--- src/rtl/irqd_pkg.sv ---
package irqd_pkg;

   localparam int MAX_IRQ = 1024;

   // control word bit positions
   localparam int CTRL_G0    = 0;
   localparam int CTRL_G1    = 1;
   localparam int CTRL_ROUTE = 4;
   localparam int CTRL_ONESEC = 6;

   localparam logic [31:0] PIDR2_VAL = 32'h0000_003B;

   typedef enum logic [3:0] {
      RG_NONE,
      RG_CTRL,
      RG_TYPE,
      RG_IDENT,
      RG_GROUP,
      RG_EN_SET,
      RG_EN_CLR,
      RG_PD_SET,
      RG_PD_CLR,
      RG_ACTIVE,
      RG_PRIO,
      RG_IDREG
   } region_e;

   function automatic logic [31:0] type_word(input int n);
      logic [31:0] v;
      int capped;
      capped  = (n > MAX_IRQ) ? MAX_IRQ : n;
      v       = '0;
      v[4:0]  = 5'((capped / 32) - 1);
      v[23:19] = 5'd9;
      return v;
   endfunction

endpackage

--- src/rtl/irqd_decode.sv ---
module irqd_decode
   import irqd_pkg::*;
#(
   parameter int ADDR_W = 16
) (
   input  logic [ADDR_W-1:0] addr,
   output region_e           region,
   output logic [4:0]        bm_idx,
   output logic [7:0]        pr_idx,
   output logic              is_pidr2
);

   localparam int HI_W = ADDR_W - 7;

   logic [HI_W-1:0]     hi;
   logic [ADDR_W-3:0]   word;
   logic                unused_lsb;

   assign hi         = addr[ADDR_W-1:7];
   assign word       = addr[ADDR_W-1:2];
   assign bm_idx     = addr[6:2];
   assign pr_idx     = addr[9:2];
   assign is_pidr2   = (addr[5:2] == 4'hA);
   assign unused_lsb = ^addr[1:0];

   always_comb begin
      region = RG_NONE;
      if (word == (ADDR_W-2)'(0))
         region = RG_CTRL;
      else if (word == (ADDR_W-2)'(1))
         region = RG_TYPE;
      else if (word == (ADDR_W-2)'(2))
         region = RG_IDENT;
      else if (hi == HI_W'(1))
         region = RG_GROUP;
      else if (hi == HI_W'(2))
         region = RG_EN_SET;
      else if (hi == HI_W'(3))
         region = RG_EN_CLR;
      else if (hi == HI_W'(4))
         region = RG_PD_SET;
      else if (hi == HI_W'(5))
         region = RG_PD_CLR;
      else if (hi == HI_W'(6) || hi == HI_W'(7))
         region = RG_ACTIVE;
      else if (addr[ADDR_W-1:10] == (ADDR_W-10)'(1))
         region = RG_PRIO;
      else if ((&addr[ADDR_W-1:6]) && (addr[5:4] != 2'b00))
         region = RG_IDREG;
   end

endmodule

--- src/rtl/irqd_bitmap_bank.sv ---
module irqd_bitmap_bank
   import irqd_pkg::*;
#(
   parameter int NUM_IRQ = 96
) (
   input  logic               clk,
   input  logic               rst_n,
   input  logic               set_we,
   input  logic               clr_we,
   input  logic [4:0]         idx,
   input  logic [31:0]        wdata,
   output logic [31:0]        rd_word,
   output logic [NUM_IRQ-1:0] bits
);

   localparam int NW = NUM_IRQ / 32;
   localparam int MAX_W = MAX_IRQ / 32;

   logic [MAX_IRQ-1:0] flat;

   for (genvar w = 0; w < MAX_W; w++) begin : g_word
      if (w >= 1 && w < NW) begin : g_live
         logic [31:0] q;
         always_ff @(posedge clk or negedge rst_n) begin
            if (!rst_n)
               q <= '0;
            else if (set_we && idx == 5'(w))
               q <= q | wdata;
            else if (clr_we && idx == 5'(w))
               q <= q & ~wdata;
         end
         assign flat[w*32 +: 32] = q;
      end else begin : g_dead
         assign flat[w*32 +: 32] = 32'h0;
      end
   end

   assign rd_word = flat[{idx, 5'b00000} +: 32];
   assign bits    = flat[NUM_IRQ-1:0];

endmodule

--- src/rtl/irqd_prio_store.sv ---
module irqd_prio_store
   import irqd_pkg::*;
#(
   parameter int NUM_IRQ = 96
) (
   input  logic        clk,
   input  logic        rst_n,
   input  logic        we,
   input  logic [7:0]  idx,
   input  logic [31:0] wdata,
   output logic [31:0] rd_word
);

   localparam int MAX_PW = MAX_IRQ / 4;

   logic [8*MAX_IRQ-1:0] flat;

   for (genvar wi = 0; wi < MAX_PW; wi++) begin : g_pword
      for (genvar b = 0; b < 4; b++) begin : g_lane
         localparam int IRQ = 4 * wi + b;
         if (IRQ >= 32 && IRQ < NUM_IRQ) begin : g_live
            logic [7:0] q;
            always_ff @(posedge clk or negedge rst_n) begin
               if (!rst_n)
                  q <= '0;
               else if (we && idx == 8'(wi))
                  q <= wdata[8*b +: 8];
            end
            assign flat[8*IRQ +: 8] = q;
         end else begin : g_dead
            assign flat[8*IRQ +: 8] = 8'h00;
         end
      end
   end

   assign rd_word = flat[{idx, 5'b00000} +: 32];

endmodule

--- src/rtl/irq_dist_regs.sv ---
module irq_dist_regs
   import irqd_pkg::*;
#(
   parameter int          NUM_IRQ      = 96,
   parameter int          ADDR_W       = 16,
   parameter logic [7:0]  PRODUCT_CODE = 8'h4B,
   parameter logic [11:0] IMPL_CODE    = 12'h43B
) (
   input  logic              clk,
   input  logic              rst_n,
   input  logic [ADDR_W-1:0] addr,
   input  logic              wr_en,
   input  logic [31:0]       wr_data,
   output logic [31:0]       rd_data
);

   localparam int          NW        = NUM_IRQ / 32;
   localparam logic [31:0] TYPE_VAL  = type_word(NUM_IRQ);
   localparam logic [31:0] IDENT_VAL = {PRODUCT_CODE, 12'h000, IMPL_CODE};

   if (NUM_IRQ % 32 != 0) begin : g_chk_mult
      $error("NUM_IRQ must be a multiple of 32");
   end
   if (NUM_IRQ < 64 || NUM_IRQ > MAX_IRQ) begin : g_chk_range
      $error("NUM_IRQ must lie between 64 and 1024");
   end
   if (ADDR_W < 16) begin : g_chk_addr
      $error("ADDR_W must be at least 16");
   end

   region_e            region;
   logic [4:0]         bm_idx;
   logic [7:0]         pr_idx;
   logic               is_pidr2;
   logic               g1_en;
   logic [31:0]        en_word, pend_word, prio_word;
   logic [NUM_IRQ-1:0] en_bits, pend_bits;

   irqd_decode #(.ADDR_W(ADDR_W)) u_dec (
      .addr     (addr),
      .region   (region),
      .bm_idx   (bm_idx),
      .pr_idx   (pr_idx),
      .is_pidr2 (is_pidr2)
   );

   irqd_bitmap_bank #(.NUM_IRQ(NUM_IRQ)) u_enable (
      .clk     (clk),
      .rst_n   (rst_n),
      .set_we  (wr_en && region == RG_EN_SET),
      .clr_we  (wr_en && region == RG_EN_CLR),
      .idx     (bm_idx),
      .wdata   (wr_data),
      .rd_word (en_word),
      .bits    (en_bits)
   );

   irqd_bitmap_bank #(.NUM_IRQ(NUM_IRQ)) u_pending (
      .clk     (clk),
      .rst_n   (rst_n),
      .set_we  (wr_en && region == RG_PD_SET),
      .clr_we  (wr_en && region == RG_PD_CLR),
      .idx     (bm_idx),
      .wdata   (wr_data),
      .rd_word (pend_word),
      .bits    (pend_bits)
   );

   irqd_prio_store #(.NUM_IRQ(NUM_IRQ)) u_prio (
      .clk     (clk),
      .rst_n   (rst_n),
      .we      (wr_en && region == RG_PRIO),
      .idx     (pr_idx),
      .wdata   (wr_data),
      .rd_word (prio_word)
   );

   always_ff @(posedge clk or negedge rst_n) begin
      if (!rst_n)
         g1_en <= 1'b0;
      else if (wr_en && region == RG_CTRL)
         g1_en <= wr_data[CTRL_G1];
   end

   always_comb begin
      rd_data = 32'h0;
      unique case (region)
         RG_CTRL: begin
            rd_data[CTRL_G1]     = g1_en;
            rd_data[CTRL_ROUTE]  = 1'b1;
            rd_data[CTRL_ONESEC] = 1'b1;
            rd_data[CTRL_G0]     = 1'b0;
         end
         RG_TYPE:   rd_data = TYPE_VAL;
         RG_IDENT:  rd_data = IDENT_VAL;
         RG_GROUP:  rd_data = (int'(bm_idx) < NW) ? 32'hFFFF_FFFF : 32'h0;
         RG_EN_SET, RG_EN_CLR: rd_data = en_word;
         RG_PD_SET, RG_PD_CLR: rd_data = pend_word;
         RG_PRIO:   rd_data = prio_word;
         RG_IDREG:  rd_data = is_pidr2 ? PIDR2_VAL : 32'h0;
         default:   rd_data = 32'h0;
      endcase
   end

endmodule

--- config.mk ---
export PLATFORM = sky130hd
export DESIGN_NAME = irq_dist_regs
export DESIGN_NICKNAME = d
export VERILOG_FILES = /design/src/rtl/irqd_pkg.sv /design/src/rtl/irqd_decode.sv /design/src/rtl/irqd_bitmap_bank.sv /design/src/rtl/irqd_prio_store.sv /design/src/rtl/irq_dist_regs.sv
export SDC_FILE = /design/constraint.sdc
export NUM_CORES = 1
export LEC_CHECK = 0
export ABC_AREA = 1
export CORE_MARGIN = 1
export CORE_UTILIZATION = 30
export CTS_CLUSTER_DIAMETER = 200
export DETAILED_ROUTE_END_ITERATION = 8
export GPL_TIMING_DRIVEN = 1
export PLACE_DENSITY = 0.42
export SYNTH_ARGS = -nofsm -noshare
export SYNTH_HDL_FRONTEND = slang
export SYNTH_SLANG_ARGS = --single-unit
--- constraint.sdc ---
create_clock -name clk -period 4.65 [get_ports clk]
set_input_delay 0.6975 -clock clk [delete_from_list [all_inputs] [get_ports clk]]
set_output_delay 0.6975 -clock clk [all_outputs]
set_load 0.005 [all_outputs]
==> impl_metrics.json <==
{
  "grt_max_degree": 95,
  "clock_path_buffers": 3,
  "ys_top_cells_by_count": "988 x nand2_1, 641 x dfrtp_1, 362 x o21ai_0",
  "fin_area_mm2": 0.03346,
  "r2r_slack_ns": 3.92,
  "powerDensity_mw_per_mm2": 352.2,
  "period_minus_slack_ns": 4.342,
  "cp-start-kind": "input port",
  "antenna_found_initial": 1,
  "ys_warn_count": 0,
  "die_y_um": 312.2,
  "htreeDepth": 3,
  "post-route-drc-count": 0,
  "drive_gt1_frac": 0.07589,
  "path_clk_slew_ns": 0.06,
  "die_area_mm2": 0.09744,
  "min_path_type": "in -> async",
  "path_common_cell": "nand2_1",
  "synth_area_per_cell_um2": 8.847,
  "critPathRequiredTime_ns": 3.95,
  "timing.critical_path.cells": "clkdlybuf4s50_1 > nor2_2 > inv_2 > nor2_2 > nand3_2 > nand2_1 > nor2_1 > nand2_1 > nor2_2 > nand2_1 > nand2_1 > a21oi_1 > nand3_1 > clkdlybuf4s50_1",
  "clk-insertion-delay-late_ns": 0.62,
  "drtIter0Drc": 2319,
  "async_flop_share": 1.000,
  "hold-worst-slack_ns": 0.1102,
  "core_area_mm2": 0.09515,
  "worstSetupEndpointType": "primary output",
  "path_max_fanout": 6,
  "seq_area_frac_synth": 0.5558,
  "grt.overflow.total": 0,
  "critPathKind": "in -> out",
  "portBuffers": 80,
  "vias": 24080,
  "finalSetupTns_ns": 0,
  "gr-usage-all-layers": 0.2052,
  "power_leakage_nw": 15.27,
  "grt_pass1_wl_mm": 153.5,
  "fmax_ghz": 0.2303,
  "yosys.area.top_type": "dfrtp_1",
  "area_growth_pct": 15.95,
  "syn_nets": 3313,
  "grt_pass1_vias": 24130,
  "synth_most_common_cell": "nand2_1",
  "place_area_mm2": 0.03115,
  "ys_ff_latch": 641,
  "wl_per_cell_um": 21.93,
  "multiInputGateArea_mm2": 0.01136,
  "worst_path_max_delay_cell": "clkdlybuf4s50_1",
  "synth_edf_count": 0,
  "hpwl_mm": 58.60,
  "max_cap_viol_count": 0,
  "final_nets": 3280,
  "status": "finished, final reports clean",
  "die_x_um": 312.2,
  "gp_congestion": 0.7834,
  "rr_endpoint": "u_prio.g_pword[19].g_lane[2].g_live.q[4]",
  "crit_buf_inv": 3,
  "diodes": 0,
  "post_cts_buffers": 0,
  "ant_nets": 0,
  "ios": 83,
  "netlist_area_mm2": 0.02886,
  "rsz0062_at_grt": "false",
  "setup_violations": 0,
  "yosys-top-cells-area": "dfrtp_1 56%, nand2_1 13%, a22oi_1 6.8%, o21ai_0 6.3%, o21ai_1 5.1%",
  "regArea_mm2": 0.01604,
  "worstMarginPinSlew_ns": 1.300,
  "cts_buffers": 74,
  "cts_tree": "built",
  "r2r_cells": 2,
  "report.final.slew_viol_count": 0,
  "timing.final.crit_share": 0.9338,
  "rows": 113,
  "synth_top_flop_cell": "dfrtp_1",
  "max-slew-margin-rel": 0.1283,
  "synth.top_cell.area_share": 0.5558,
  "crit_family": "simple AND/OR/NAND/NOR gates",
  "cpPeakStageDelay_ns": 0.49,
  "initial_utilization": 0.3033,
  "ir_drop_v": 0.0002613,
  "synthCells": 3262,
  "via_per_inst": 5.298,
  "nFillCells": 9783,
  "root_buffer": "clkbuf_16",
  "critical_path_arrival_ns": 3.64,
  "timing.rr.start": "u_prio.g_pword[19].g_lane[2].g_live.q[4]",
  "finalWirelength_mm": 99.70,
  "cts_num_sinks": 641,
  "worst_clock_skew_ns": 0,
  "cp-startpoint": "addr[4]",
  "hold_viol_final": 0,
  "ys_types": 38,
  "dr.pass1.iters": 6
}
cell families (layout without fill, tap and decap cells):
kind of cell	Yosys count	in the layout	share of synthesized area
and+or+nand+nor	1221	1221	0.1776
DFF	641	641	0.5558
buffers and inverters	360	379	0.05311
AOI/OAI and AO/OA	1040	1040	0.2134
cell usage in the layout, fill, tap and decap left out, types with 11 or more instances in the layout:
cell type	count
a21boi_0	11
a21o_1	11
a21oi_1	32
a22o_1	57
a22oi_1	262
buf_12	28
buf_4	72
clkbuf_1	27
clkbuf_16	76
clkbuf_8	13
clkdlybuf4s50_1	79
dfrtp_1	641
inv_1	61
nand2_1	988
nand3_1	90
nand4_1	58
nor2_1	35
nor3_1	12
o21ai_0	362
o21ai_1	293
layer usage:
layer / vias up / routed length [um] / GRT usage
met1: 12080 / 45730 / 0.2868
met3: 148 / 4620 / 0.02468
met2: 739 / 45850 / 0.3262
li1: 11120 / - / -
met4: 0 / 3485 / 0.07453
met5: - / 0 / 0
per-stage QoR:
stage | instances | setup slack [ns] | power (mW) | util
6_report | 4546 | 0.3077 | 11.79 | 0.3517
5_1_grt | 4546 | 0.08773 | 12.21 | 0.3517
4_1_cts | 4546 | 0.1460 | 11.97 | 0.3516
3_5_place_dp | 4418 | 0.1654 | 6.256 | 0.3274
3_3_place_gp | 4418 | 0.1791 | 6.250 | 0.3274
2_1_floorplan | 3262 | 1.967 | 5.885 | -
repair_timing:
action,4_1_cts,5_1_grt
resized for setup,0,1
setup endpoints to repair,0,2
hold buffers,0,0
report_power, final:
group / internal [mW] / switching, mW / leakage, nW
combinational: 0.111 / 0.444 / 5.18
sequential: 5.59 / 0.00350 / 8.96
clock: 3.28 / 2.36 / 1.13
cell type report:
| cell class | instances | area share |
|---|---|---|
| flip-flops and latches | 641 | 0.4794 |
| clock buffers | 116 | 0.06521 |
| inverters | 71 | 0.008039 |
| repair buffers | 180 | 0.05699 |
| clock inverters | 12 | 0.003665 |
| multi-input cells | 2261 | 0.3394 |
| well taps | 1265 | 0.04730 |
worst max path at each step:
stage                   to  slack [ns]  cells after the start
5_1_grt        rd_data[27]        0.09                     13
3_3_place_gp   rd_data[27]        0.18                     14
2_1_floorplan  rd_data[12]        1.97                     10
3_5_place_dp   rd_data[27]        0.17                     14
4_1_cts        rd_data[27]        0.15                     14
6_report       rd_data[27]        0.31                     14
(Power assumes the default switching activity.)
